==> config.mk <==
export PLATFORM = sky130hd
export DESIGN_NAME = fefUnit
export DESIGN_NICKNAME = d
export VERILOG_FILES = /design/src/rtl/fefPkg.sv /design/src/rtl/fefDatapath.sv /design/src/rtl/fefCtrl.sv /design/src/rtl/fefUnit.sv
export SDC_FILE = /design/constraint.sdc
export NUM_CORES = 1
export LEC_CHECK = 0
export ABC_CLOCK_PERIOD_IN_PS = 1490
export BUFFER_PORTS_ARGS = -buffer_cell sky130_fd_sc_hd__buf_2
export CAP_MARGIN = 20
export CORE_MARGIN = 8
export CORE_UTILIZATION = 40
export CTS_CLUSTER_SIZE = 25
export DETAILED_ROUTE_END_ITERATION = 8
export SETUP_SLACK_MARGIN = 0.3
export SKIP_LAST_GASP = 1
export SLEW_MARGIN = 20
export SYNTH_ARGS = -nofsm -noshare
export SYNTH_HDL_FRONTEND = slang
export SYNTH_SLANG_ARGS = --single-unit
export TNS_END_PERCENT = 5
==> constraint.sdc <==
create_clock -name clk -period 1.49 [get_ports clk]
set_input_delay 0.0745 -clock clk [delete_from_list [all_inputs] [get_ports clk]]
set_output_delay 0.0745 -clock clk [all_outputs]
set_load 0.1 [all_outputs]
==> src/rtl/fefPkg.sv <==
package fefPkg;
  typedef enum logic [1:0] {
    MODE_TP10   = 2'b00,
    MODE_TP100  = 2'b01,
    MODE_FIBRE  = 2'b10,
    MODE_RSVD   = 2'b11
  } linkMode_t;

  // control -> datapath strobes
  typedef struct packed {
    logic sendFault;  // substitute the fault pattern on transmit
    logic rxHold;     // suspend receive monitoring, clear the run
  } fefCtl_t;

  // datapath -> control receive events
  typedef struct packed {
    logic matchEnd;   // zero closing a run of exactly the pattern length
    logic breakEnd;   // zero closing any other run
  } fefRxEvt_t;
endpackage

==> src/rtl/fefDatapath.sv <==
module fefDatapath
  import fefPkg::*;
#(
  parameter int ONES_LEN = 84
) (
  input  logic      clk,
  input  logic      rstN,
  input  fefCtl_t   ctl,
  input  logic      txIn,
  input  logic      rxIn,
  output logic      txOut,
  output fefRxEvt_t rxEvt
);
  localparam int CW = $clog2(ONES_LEN + 2);
  localparam logic [CW-1:0] RUN_FULL = CW'(ONES_LEN);
  localparam logic [CW-1:0] RUN_OVER = CW'(ONES_LEN + 1);

  logic [CW-1:0] txPos;
  logic [CW-1:0] rxRun;

  // transmit: pattern generator muxed with the normal stream
  always_ff @(posedge clk) begin
    if (!rstN) begin
      txPos <= '0;
      txOut <= 1'b0;
    end else if (ctl.sendFault) begin
      txOut <= (txPos != RUN_FULL);
      txPos <= (txPos == RUN_FULL) ? '0 : txPos + 1'b1;
    end else begin
      txOut <= txIn;
      txPos <= '0;
    end
  end

  // receive: run length of ones, saturating one past the pattern length
  always_ff @(posedge clk) begin
    if (!rstN || ctl.rxHold) begin
      rxRun <= '0;
    end else if (rxIn) begin
      if (rxRun != RUN_OVER) rxRun <= rxRun + 1'b1;
    end else begin
      rxRun <= '0;
    end
  end

  always_comb begin
    rxEvt.matchEnd = !ctl.rxHold && !rxIn && (rxRun == RUN_FULL);
    rxEvt.breakEnd = !ctl.rxHold && !rxIn && (rxRun != RUN_FULL);
  end
endmodule

==> src/rtl/fefCtrl.sv <==
module fefCtrl
  import fefPkg::*;
#(
  parameter int CONFIRM_COUNT = 3
) (
  input  logic      clk,
  input  logic      rstN,
  input  logic [1:0] opMode,
  input  logic      enWrite,
  input  logic      enValue,
  input  logic      rxFail,
  input  logic      sigDetect,
  input  logic      statusRead,
  input  fefRxEvt_t rxEvt,
  output fefCtl_t   ctl,
  output logic      fefEnable,
  output logic      forceLinkFail,
  output logic      remoteFault
);
  localparam int HW = $clog2(CONFIRM_COUNT + 1);
  localparam logic [HW-1:0] HIT_MAX = HW'(CONFIRM_COUNT);

  logic          enReg;
  logic [HW-1:0] hitCnt;
  logic          faultSeen;
  logic          statusLatch;

  assign faultSeen = (hitCnt == HIT_MAX);

  // enable: mode-dependent default under reset, software overwrite after
  always_ff @(posedge clk) begin
    if (!rstN)        enReg <= (opMode == MODE_FIBRE);
    else if (enWrite) enReg <= enValue;
  end

  // consecutive pattern counter
  always_ff @(posedge clk) begin
    if (!rstN || ctl.rxHold) begin
      hitCnt <= '0;
    end else if (rxEvt.matchEnd) begin
      if (hitCnt != HIT_MAX) hitCnt <= hitCnt + 1'b1;
    end else if (rxEvt.breakEnd) begin
      hitCnt <= '0;
    end
  end

  // sticky status, cleared by a read only once the condition is gone
  always_ff @(posedge clk) begin
    if (!rstN || !enReg) statusLatch <= 1'b0;
    else                 statusLatch <= faultSeen | (statusLatch & ~statusRead);
  end

  always_comb begin
    ctl.sendFault = enReg & rxFail;
    ctl.rxHold    = ~enReg | ~sigDetect;
  end

  assign fefEnable     = enReg;
  assign forceLinkFail = faultSeen & enReg;
  assign remoteFault   = statusLatch & enReg;
endmodule

==> src/rtl/fefUnit.sv <==
module fefUnit
  import fefPkg::*;
#(
  parameter int ONES_LEN      = 84,
  parameter int CONFIRM_COUNT = 3
) (
  input  logic       clk,
  input  logic       rstN,
  input  logic [1:0] opMode,
  input  logic       enWrite,
  input  logic       enValue,
  input  logic       rxFail,
  input  logic       txIn,
  output logic       txOut,
  input  logic       sigDetect,
  input  logic       rxIn,
  input  logic       statusRead,
  output logic       fefEnable,
  output logic       forceLinkFail,
  output logic       remoteFault
);
  fefCtl_t   ctl;
  fefRxEvt_t rxEvt;

  fefCtrl #(.CONFIRM_COUNT(CONFIRM_COUNT)) u_ctrl (
    .clk(clk), .rstN(rstN), .opMode(opMode),
    .enWrite(enWrite), .enValue(enValue),
    .rxFail(rxFail), .sigDetect(sigDetect), .statusRead(statusRead),
    .rxEvt(rxEvt), .ctl(ctl),
    .fefEnable(fefEnable), .forceLinkFail(forceLinkFail),
    .remoteFault(remoteFault)
  );

  fefDatapath #(.ONES_LEN(ONES_LEN)) u_data (
    .clk(clk), .rstN(rstN), .ctl(ctl),
    .txIn(txIn), .rxIn(rxIn),
    .txOut(txOut), .rxEvt(rxEvt)
  );
endmodule

## Word-level counts from Yosys, hierarchy flattened

Index checks and enable logic that the tools add are counted.

- Reduce and logical (&&, ||, !) cells: 13
- $lt $le $gt $ge: 0
- Add/subtract/negate cells: 3
- Bitwise logic cells: 12
- $mul: 0
- Multiplexer cells: 6
- Equal/unequal tests: 10
- Div/mod/pow operators: 0
- Shift operators: 0

Operator list:

| kind | number |
|---|---|
| $ne 7x7->1 const B | 3 |
| $add 7x1->7 const B | 2 |
| $eq 7x7->1 const B | 2 |
| $mux 2 | 3 |
| $not 1->1 | 6 |
| $and 1x1->1 | 4 |
| $eq 2x2->1 const B | 2 |
| $logic_not 1->1 | 4 |
| $ne 2x1->1 const B | 2 |
| $logic_and 1x1->1 | 3 |
| $mux 1 | 3 |
| $reduce_or 3->1 | 1 |
| $add 2x1->2 const B | 1 |
| $logic_or 1x1->1 | 2 |
| $ne 2x2->1 const B | 1 |
| $or 1x1->1 | 2 |
| $reduce_and 2->1 | 1 |
| $reduce_bool 2->1 | 1 |
| $reduce_or 2->1 | 1 |

- Flip-flop bits (word level): 19
- Bits of input ports: 11
- Memories kept: 0
- Bits in writable memories: 0
- Bits in latches: 0
- Logic and storage cells: 50
- Bits in read-only memories: 0
- Output and inout port bits: 4

## Longest topological paths before layout

Gate-level depths: netlist of run 1.

- Depth after elaboration: 7
- Depth in mapped cells: 5
- Gate-level depth less buffers: 5

## By module

A second synthesis of run 1 with hierarchy kept.

- Cell total of the unflattened synthesis: 108
- Area total of the unflattened synthesis: 972.2 um2

By module, submodules not included:

| module | cells each | times used | area an instance (um2) |
|---|---|---|---|
| fefDatapath | 84 | 1 | 747.0 |
| fefCtrl | 24 | 1 | 225.2 |

## Worst setup path before layout of run 1

No wires, ideal clock.

- Kind: reg2out
- From: register u_ctrl.enReg (netlist: u_ctrl.fefEnable)
- To: output port forceLinkFail
- Cell stages (with the launch flop): 3
- Setup slack: -586 ps
- Data required time: 1416 ps
- Data arrival time: 2001 ps
- Cells stage by stage: edfxtp_1 buf_2 and2_1

- Longest elaborated chain between the ends: 1

RTL lines:

| what | RTL line | text |
|---|---|---|
| start: declaration | fefCtrl.sv:23 | `logic enReg;` |
| start signal: assignment | fefCtrl.sv:32 | `if (!rstN) enReg <= (opMode == MODE_FIBRE);` |
| start signal: assignment | fefCtrl.sv:33 | `else if (enWrite) enReg <= enValue;` |
| $and 1x1->1 | fefCtrl.sv:59 | `assign forceLinkFail = faultSeen & enReg;` |
| end: declaration | fefUnit.sv:19 | `output logic forceLinkFail,` |

No other way between the ends.

## Worst setup path in the final report of run 1

Same ends and word-level chain as after synthesis.

==> results of run 1 <==
-- Yosys cell counts --
cell	n
ha_1	6
nand4b_1	1
o211ai_1	1
o21ai_0	7
nand4_1	3
nand4bb_1	1
nor2_1	10
a21o_1	1
a21oi_1	9
inv_1	7
buf_6	1
nand2_1	9
dfxtp_1	18
a21oi_2	1
and4b_1	1
and2_1	3
nor3b_1	1
nor2b_1	2
nor3_1	4
nand3_1	6
o2111ai_2	1
buf_2	1
xor2_1	5
a31oi_1	1
nand3_2	1
nand2b_1	3
xnor2_1	1
or3_1	4
edfxtp_1	1
-- layout make-up --
class,count,share of cell area
Clock buffer,4,0.0216
Inverter,7,0.0216
Multi-Input combinational cell,82,0.468
Sequential cell,19,0.331
Tap cell,28,0.0289
Timing Repair Buffer,21,0.129
-- layout by cell type, fill, tap and decap left out, drive strengths merged --
master | synthesis | routed
buf | 2 | 21
dfxtp | 18 | 18
nor2 | 10 | 10
a21oi | 10 | 10
nand2 | 9 | 9
inv | 7 | 7
o21ai | 7 | 7
nand3 | 7 | 7
ha | 6 | 6
xor2 | 5 | 5
nor3 | 4 | 4
or3 | 4 | 4
clkbuf | 0 | 4
nand2b | 3 | 3
nand4 | 3 | 3
and2 | 3 | 3
nor2b | 2 | 2
nand4bb | 1 | 1
o2111ai | 1 | 1
xnor2 | 1 | 1
and4b | 1 | 1
nand4b | 1 | 1
o211ai | 1 | 1
a21o | 1 | 1
a31oi | 1 | 1
nor3b | 1 | 1
edfxtp | 1 | 1
-- worst reg2reg max path, cell delays in order (launching register included) --
cell     delay, ns
dfxtp_1       0.38
ha_1          0.22
nand2_1       0.08
or3_1         0.30
a21oi_1       0.14
-- flip-flops by register name (all words and copies together) (netlist names) --
register            flops
u_data.txPos            7
u_ctrl.statusLatch      1
u_ctrl.hitCnt           2
u_data.rxRun            7
u_ctrl.fefEnable        1
u_data.txOut            1
-- worst paths after layout --
check,slack [ns],startpoint,end
max,0.26,u_ctrl.fefEnable$_DFFE_PP_,forceLinkFail
min reg2reg,0.46,u_data.txPos[0]$_SDFF_PP0_,u_data.txPos[0]$_SDFF_PP0_
min,0.05,sigDetect,u_ctrl.hitCnt[1]$_SDFFE_PP0P_
max reg2reg,0.31,u_data.txPos[1]$_SDFF_PP0_,u_data.txPos[6]$_SDFF_PP0_
-- report_power, final --
group          total, uW  internal (uW)  switching, uW
logic                119           44.1           75.2
clock network        251            104            147
registers            524            517           6.33
-- routing by layer --
layer	wire [microns]	vias up	GRT usage
met5	0	-	0
li1	-	426	-
met3	146	2	0.0498
met4	12	0	0.0245
met1	888	398	0.116
met2	918	16	0.166
-- cell families (layout without fill, tap and decap cells) --
family,Yosys count,after routing,synth area share
buffers and inverters,9,32,0.0449
AOI/OAI and AO/OA,21,21,0.132
adders and majority gates,6,6,0.0792
xor gates and xnor gates,6,6,0.0554
DFF,19,19,0.412
and+or+nand+nor,49,49,0.277
-- through the flow --
stage | instance area (sq um) | cells | worst slack (ns) | util | hold slack [ns]
global placement | 1080 | 151 | 0.240 | 0.483 | 0.352
floorplan | 960 | 110 | -0.204 | - | 0.201
finish | 1210 | 161 | 0.258 | 0.543 | 0.0460
CTS | 1180 | 159 | 0.246 | 0.528 | 0.0333
global route | 1210 | 161 | 0.209 | 0.543 | 0.0558
detailed placement | 1080 | 151 | 0.181 | 0.483 | 0.362
-- what timing repair did --
item                       in CTS  in global routing
resized for setup              11                  6
buffers inserted                4                  2
setup endpoints to repair      15                 19
pin swaps                       0                  0
==> out/qor.yml, run 1 <==
cts:
  cts_tree: "built"
  cts_buffer_depth: 2
  cts_hold_buf: 0
  cts_buffers: 3
  cts.clk_slew.worst_paths_ns: 0.10
  cts_root_buffer: "clkbuf_4"
  cts.sinks: 19
  clock_latency_ns: 0.29
  h-tree-depth: 1
timing:
  worst_pin_slew_ns: 0.489
  final.min_clock_period_ns: 1.23
  fin_skew_ns: 0.00310
  setup_tns_ns: 0
  period_share: 0.827
  setup_viol: 0
  finalHoldViolations: 0
  slew_viol_final: 0
  rsz0062_at_grt: "yes"
  slew_headroom: 0.676
  max_freq_mhz: 812
layout:
  drive_gt1_frac: 0.301
  fill_cells: 207
  nNetsFinal: 151
  areaGrowthSynthToFinish_pct: 28.0
  multi_input_area_sq_um: 568
  register_area_sq_um: 402
  antenna_cells: 0
placement:
  io_buffers: 14
  dp_hpwl_mm: 1.44
  gp_congestion: 0.756
logic_synthesis:
  synth_seq_cells: 19
  synth-warning-count: 0
  syn_inst: 110
  synth_top_area_cell: "dfxtp_1"
  synth_top_area_share: 0.380
  syn_area_per_cell_sq_um: 8.62
  synth_area_sq_um: 948
  yosysSeqAreaShare: 0.412
  syn_nets: 127
  synth_area_leaders: "dfxtp_1, ha_1, a21oi_1"
  yosysUniqueCellTypes: 29
route:
  detail_route.wl_per_cell_microns: 12.2
  drc_errors: 0
  dr.pass1.iters: 4
  drtAntennaViolNets: 0
  drt-initial-drc-count: 29
  vias_per_cell: 5.23
  wl_mm: 1.97
  vias: 842
die:
  ios: 15
  num_rows: 17
  die_x_microns: 64.7
  die_h_microns: 64.7
  dieArea_sq_um: 4190
  coreArea_sq_um: 2230
  start_util: 0.425
worst_setup_path:
  worstPathCellList: "buf_6 > and2_4 > buf_12"
  path_buf_inv: 2
  worst_ep_required_time_ns: 1.42
  end_kind: "output pin"
  slowest_delay_ns: 0.43
  r2r_cells: 4
  worstPathMaxFanout: 4
  cp.depth: 3
  cp_slowest_cell: "edfxtp_1"
  worstPathArrival_ns: 1.16
  startpoint_type: "flop"
  cp_top_family: "flip-flops"
  path_class: "reg2out"
global_route:
  first_global_vias: 825
  grtUsageTotal: 0.102
  antenna_found_initial: 0
  grt_pass1_wl_mm: 3.52
  grt_max_degree: 11
  grt_overflow: 0
flow_run:
  maxCapViolations: 0
hold_path:
  whs_path_depth: 3
  hold_class: "in2reg"
power_and_ir_drop:
  powerDensity_nw_per_um2: 737
  fin_total_pwr_uw: 894
  p_leak_uw: 0.000432
  irDropWorstVdd_mv: 0.621
run_status:
  status: "finished clean"
Power figures use the tool's default switching activity.
==> run 2: changes to the inputs <==
--- a/config.mk
+++ b/config.mk
@@ -5,7 +5,7 @@
 export SDC_FILE = /design/constraint.sdc
 export NUM_CORES = 1
 export LEC_CHECK = 0
-export ABC_CLOCK_PERIOD_IN_PS = 1490
+export ABC_CLOCK_PERIOD_IN_PS = 1230
 export BUFFER_PORTS_ARGS = -buffer_cell sky130_fd_sc_hd__buf_2
 export CAP_MARGIN = 20
 export CORE_MARGIN = 8
==> constraint.sdc (replaced) <==
create_clock -name clk -period 1.23 [get_ports clk]
set_input_delay 0.0615 -clock clk [delete_from_list [all_inputs] [get_ports clk]]
set_output_delay 0.0615 -clock clk [all_outputs]
set_load 0.1 [all_outputs]
==> run 2 against run 1 <==
Compared with the run above: core utilization up 2.0 points; clock skew rose by 0.0050 ns; wire length rose by 6.5%; sequential power rose by 21%; setup slack worse by 0.24 ns; largest power group unchanged; register-to-register slack got worse by 0.26 ns; critical endpoint unchanged; sequential share of layout area down 0.85 points; first-iteration DRC count grew 21%; count of clock-buffer cells in the layout unchanged.
==> out/qor.yml, run 2 (synthesis results as in run 1) <==
die:
  dieArea_sq_um: 4190  # unchanged
  die_h_microns: 64.7  # unchanged
  start_util: 0.425  # unchanged
  num_rows: 17  # unchanged
  coreArea_sq_um: 2230  # unchanged
  die_x_microns: 64.7  # unchanged
  ios: 15  # unchanged
global_route:
  first_global_vias: 828  # was 825
  antenna_found_initial: 0  # unchanged
  grt_pass1_wl_mm: 3.51  # was 3.52 mm
  grtUsageTotal: 0.104  # was 0.102
  grt_overflow: 0  # unchanged
  grt_max_degree: 11  # unchanged
cts:
  cts.clk_slew.worst_paths_ns: 0.11  # was 0.10 ns
  cts_buffers: 3  # unchanged
  h-tree-depth: 1  # unchanged
  cts_tree: "built"  # unchanged
  cts_buffer_depth: 2  # unchanged
  cts_root_buffer: "clkbuf_4"  # unchanged
  cts.sinks: 19  # unchanged
  clock_latency_ns: 0.29  # about the same
power_and_ir_drop:
  combPwrFrac: 0.138  # was 0.133
  swShare: 0.260  # was 0.256
  clkPwrFrac: 0.283  # was 0.281
  power.internal_uw: 812  # was 665 uW
  irDropWorstVdd_mv: 0.421  # was 0.621 mV
  pwr-share-seq: 0.579  # was 0.586
  powerDensity_nw_per_um2: 873  # was 737 nW/um^2
  power.switching_uw: 285  # was 228 uW
  p_leak_uw: 0.000461  # was 0.000432 uW
layout:
  fill_cells: 203  # was 207
  nNetsFinal: 155  # was 151
  reg.largest.list: "u_data.rxRun: 7 flops, u_data.txPos: 7 flops, u_ctrl.hitCnt: 2 flops"  # unchanged
  fin_cells: 165  # was 161
  areaGrowthSynthToFinish_pct: 32.6  # was 28.0%
  antenna_cells: 0  # unchanged
  drive_gt1_frac: 0.321  # was 0.301
  final_common_cell: "dfxtp_1"  # unchanged
  final_area_sq_um: 1260  # was 1210 sq um
  layout_common_cells: "dfxtp_1, buf_2, buf_4"  # was dfxtp_1, buf_2, nor2_1
worst_setup_path:
  worst_ep_required_time_ns: 1.17  # was 1.42 ns
  worstPathMaxFanout: 4  # unchanged
  end_kind: "output pin"  # unchanged
  worstPathCellList: "ha_4 > and2_4 > buf_12"  # was buf_6 > and2_4 > buf_12
  slowest_delay_ns: 0.38  # was 0.43 ns
  path_buf_inv: 1  # was 2
  r2r_cells: 4  # unchanged
  startpoint_type: "flop"  # unchanged
  path_class: "reg2out"  # unchanged
  cp_top_family: "flip-flops"  # unchanged
  worstPathArrival_ns: 1.15  # was 1.16 ns
  cp_slowest_cell: "dfxtp_4"  # was edfxtp_1
  cp.depth: 3  # unchanged
placement:
  io_buffers: 14  # unchanged
  gp_congestion: 0.765  # was 0.756
  dp_hpwl_mm: 1.47  # was 1.44 mm
  placed_area_sq_um: 1130  # was 1080 sq um
  dp_cells: 156  # was 151
timing:
  finalHoldViolations: 0  # unchanged
  fin_skew_ns: 0.00811  # was 0.00310 ns
  max_freq_mhz: 822
  slew_viol_final: 0  # unchanged
  slew_headroom: 0.676  # about the same
  period_share: 0.989
  rsz0062_at_grt: "yes"  # unchanged
  setup_viol: 0  # unchanged
  worst_pin_slew_ns: 0.490  # was 0.489 ns
  final.min_clock_period_ns: 1.22
route:
  drt-initial-drc-count: 35  # was 29
  drtAntennaViolNets: 0  # unchanged
  wl_mm: 2.09  # was 1.97 mm
  detail_route.wl_per_cell_microns: 12.7  # was 12.2 microns
  vias_per_cell: 5.13  # was 5.23
  vias: 847  # was 842
  drc_errors: 0  # unchanged
  dr.pass1.iters: 4  # unchanged
run_status:
  status: "finished clean"  # unchanged
flow_run:
  maxCapViolations: 0  # unchanged
hold_path:
  whs_path_depth: 3  # unchanged
  hold_class: "in2reg"  # unchanged
-- run 2: changes by cell type in the layout (fill, tap and decap cells not counted), sizes merged --
| cell | delta |
|---|---|
| buf | +4 |
-- run 2: final timing paths --
path                                 start                      endpoint  slack, ns
max          u_ctrl.hitCnt[0]$_SDFFE_PP0P_                 forceLinkFail       0.01
min                                enValue    u_ctrl.fefEnable$_DFFE_PP_       0.04
max reg2reg   u_data.rxRun[0]$_SDFFE_PP0P_  u_data.rxRun[6]$_SDFFE_PP0P_       0.05
min reg2reg     u_data.txPos[0]$_SDFF_PP0_    u_data.txPos[0]$_SDFF_PP0_       0.46
-- run 2: layout make-up --
type / count / area (sq um) / share of cell area
Clock buffer: 4 / 26.3 / 0.0209
Inverter: 7 / 26.3 / 0.0209
Multi-Input combinational cell: 82 / 567 / 0.451
Sequential cell: 19 / 405 / 0.322
Tap cell: 28 / 35.0 / 0.0279
Timing Repair Buffer: 25 / 198 / 0.157
-- run 2: power by group through the flow --
| stage | Clock [uW] | Sequential, uW | Combinational, uW |
|---|---|---|---|
| after floorplan | 0 | 694 | 42.1 |
| after global placement | 0 | 656 | 126 |
| after detailed placement | 0 | 657 | 127 |
| after CTS | 327 | 642 | 139 |
| after global routing | 358 | 637 | 164 |
| final | 311 | 635 | 152 |
-- run 2: per-layer routing --
layer	vias to the layer above	GRT usage	routed length, microns
li1	438	-	-
met1	389	0.116	1020
met2	16	0.169	940
met3	4	0.0361	89
met4	0	0.0572	44
met5	-	0	0
-- run 2: tightest hold or removal path: cells and delay by family --
family	cells	cell delay [ns]
and+or+nand+nor	1	0.04
AOI/OAI and AO/OA	1	0.06
buffers and inverters	1	0.07
-- run 2: through the flow --
| step | power, uW | hold slack (ns) | worst slack (ns) | TNS, ns | utilization |
|---|---|---|---|---|---|
| 3_3_place_gp | 782 | 0.340 | 0.0340 | 0 | 0.506 |
| 6_report | 1100 | 0.0411 | 0.0136 | 0 | 0.563 |
| 2_1_floorplan | 736 | 0.188 | -0.461 | -6.35 | - |
| 4_1_cts | 1110 | 0.0369 | -0.00269 | -0.00417 | 0.534 |
| 3_5_place_dp | 785 | 0.352 | 0.00807 | 0 | 0.506 |
| 5_1_grt | 1160 | 0.0388 | -0.0286 | -0.0955 | 0.563 |
-- run 2: repair_timing --
action                     in CTS  in global routing
buffers inserted                1                  4
setup endpoints to repair      21                 22
hold buffers                    0                  0
pin swaps                       1                  2
gates resized for setup         8                 10
==> run 3: changes to the inputs <==
--- a/config.mk
+++ b/config.mk
@@ -12,6 +12,7 @@
 export CORE_UTILIZATION = 40
 export CTS_CLUSTER_SIZE = 25
 export DETAILED_ROUTE_END_ITERATION = 8
+export RECOVER_POWER = 100
 export SETUP_SLACK_MARGIN = 0.3
 export SKIP_LAST_GASP = 1
 export SLEW_MARGIN = 20
==> run 3 against run 2 <==
Compared with the run above: non-clock buffer count unchanged; hold slack unchanged; final cell count stayed put; sequential share of layout area about the same; count of clock-buffer cells in the layout is the same; critical path depth unchanged; critical path type unchanged.
==> out/qor.yml, run 3 (synthesis results as in run 1) <==
cts:
  clock_latency_ns: 0.29  # about the same
  cts_root_buffer: "clkbuf_4"  # unchanged
  cts_buffer_depth: 2  # unchanged
  cts.sinks: 19  # unchanged
  h-tree-depth: 1  # unchanged
  cts.clk_slew.worst_paths_ns: 0.11  # about the same
  cts_tree: "built"  # unchanged
  cts_buffers: 3  # unchanged
hold_path:
  whs_path_depth: 3  # unchanged
  hold_class: "in2reg"  # unchanged
route:
  vias: 846  # was 847
  drtAntennaViolNets: 0  # unchanged
  dr.pass1.iters: 4  # unchanged
  detail_route.wl_per_cell_microns: 12.6  # was 12.7 microns
  vias_per_cell: 5.13  # about the same
  wl_mm: 2.09  # about the same
  drc_errors: 0  # unchanged
  drt-initial-drc-count: 30  # was 35
flow_run:
  maxCapViolations: 0  # unchanged
timing:
  slew_viol_final: 0  # unchanged
  setup_viol: 0  # unchanged
  worst_pin_slew_ns: 0.490  # unchanged
  hold-worst-slack_ns: 0.0411  # unchanged
  slew_headroom: 0.676  # unchanged
  setup_tns_ns: 0  # unchanged
  rsz0062_at_grt: "yes"  # unchanged
  finalHoldViolations: 0  # unchanged
  max_freq_mhz: 823  # was 822 MHz
  fin_skew_ns: 0.00811  # unchanged
  final.min_clock_period_ns: 1.21  # was 1.22 ns
  period_share: 0.988  # was 0.989
global_route:
  grt_pass1_wl_mm: 3.51  # unchanged
  first_global_vias: 828  # unchanged
  antenna_found_initial: 0  # unchanged
  grt_overflow: 0  # unchanged
  grt_max_degree: 11  # unchanged
  grtUsageTotal: 0.104  # unchanged
layout:
  drive_gt1_frac: 0.314  # was 0.321
  areaGrowthSynthToFinish_pct: 32.5  # was 32.6%
  nNetsFinal: 155  # unchanged
  antenna_cells: 0  # unchanged
  layout_common_cells: "dfxtp_1, buf_4, nor2_1, buf_2"  # was dfxtp_1, buf_2, buf_4
  final_common_cell: "dfxtp_1"  # unchanged
  reg.largest.list: "u_data.rxRun: 7 flops, u_data.txPos: 7 flops, u_ctrl.hitCnt: 2 flops"  # unchanged
die:
  dieArea_sq_um: 4190  # unchanged
  die_h_microns: 64.7  # unchanged
  num_rows: 17  # unchanged
  ios: 15  # unchanged
  start_util: 0.425  # unchanged
  die_x_microns: 64.7  # unchanged
  coreArea_sq_um: 2230  # unchanged
run_status:
  status: "finished clean"  # unchanged
worst_setup_path:
  path_class: "reg2out"  # unchanged
  end_kind: "output pin"  # unchanged
  worstPathArrival_ns: 1.15  # about the same
  r2r_cells: 4  # unchanged
  worst_ep_required_time_ns: 1.17  # about the same
  worstPathMaxFanout: 4  # unchanged
  startpoint_type: "flop"  # unchanged
placement:
  io_buffers: 14  # unchanged
  gp_congestion: 0.765  # unchanged
  dp_hpwl_mm: 1.47  # unchanged
power_and_ir_drop:
  powerDensity_nw_per_um2: 873  # about the same
  irDropWorstVdd_mv: 0.422  # was 0.421 mV
  p_leak_uw: 0.000459  # was 0.000461 uW
run 3: cell types whose count changed in the layout (fill, tap and decap cells not counted), sizes merged:
cell and change:
buf -1, clkbuf +1
run 3: timing repair:
action	in CTS	in global routing
pin swaps	1	2
endpoints found under the setup margin	21	22
gates resized for setup	8	10
gates cloned	0	0
hold buffers	0	0
setup buffers	1	4
run 3: where the power goes:
group | internal, uW | switching [uW] | leakage, uW
Clock | 126 | 185 | 0.0000150
Combinational | 60.9 | 90.4 | 0.000284
Sequential | 625 | 10.5 | 0.000160
run 3: area by class of cell:
class	instances	area, sq um
Clock buffer	4	26.3
Fill cell	204	977
Inverter	7	26.3
Multi-Input combinational cell	82	567
Sequential cell	19	405
Tap cell	28	35.0
Timing Repair Buffer	25	196
run 3: path summary, 6_finish.rpt:
kind | from | end | slack (ns)
setup / recovery | u_ctrl.hitCnt[0]$_SDFFE_PP0P_ | forceLinkFail | 0.02
hold / removal | enValue | u_ctrl.fefEnable$_DFFE_PP_ | 0.04
setup reg to reg | u_data.rxRun[0]$_SDFFE_PP0P_ | u_data.rxRun[6]$_SDFFE_PP0P_ | 0.05
hold reg to reg | u_data.txPos[0]$_SDFF_PP0_ | u_data.txPos[0]$_SDFF_PP0_ | 0.46
run 3: per-stage QoR:
| stage | area, sq um | utilization | total power [uW] | setup slack [ns] | std cells |
|---|---|---|---|---|---|
| after floorplan | 957 | - | 736 | -0.461 | 110 |
| final | 1260 | 0.562 | 1100 | 0.0151 | 165 |
| after detailed placement | 1130 | 0.506 | 785 | 0.00807 | 156 |
| after global routing | 1260 | 0.562 | 1160 | -0.0286 | 165 |
| after CTS | 1190 | 0.534 | 1110 | -0.00269 | 161 |
| after global placement | 1130 | 0.506 | 782 | 0.0340 | 156 |
run 3: metal layers:
layer / vias to the layer above / part of all wire / global-route usage
li1: 438 / - / -
met1: 390 / 0.49 / 0.116
met2: 14 / 0.45 / 0.169
met3: 4 / 0.040 / 0.0361
met4: 0 / 0.021 / 0.0572
met5: - / 0 / 0
run 3: worst max-delay path, stage by stage, from the launching register on:
cell,delay [ns]
dfxtp_4,0.37
ha_4,0.17
and2_4,0.16
buf_12,0.16
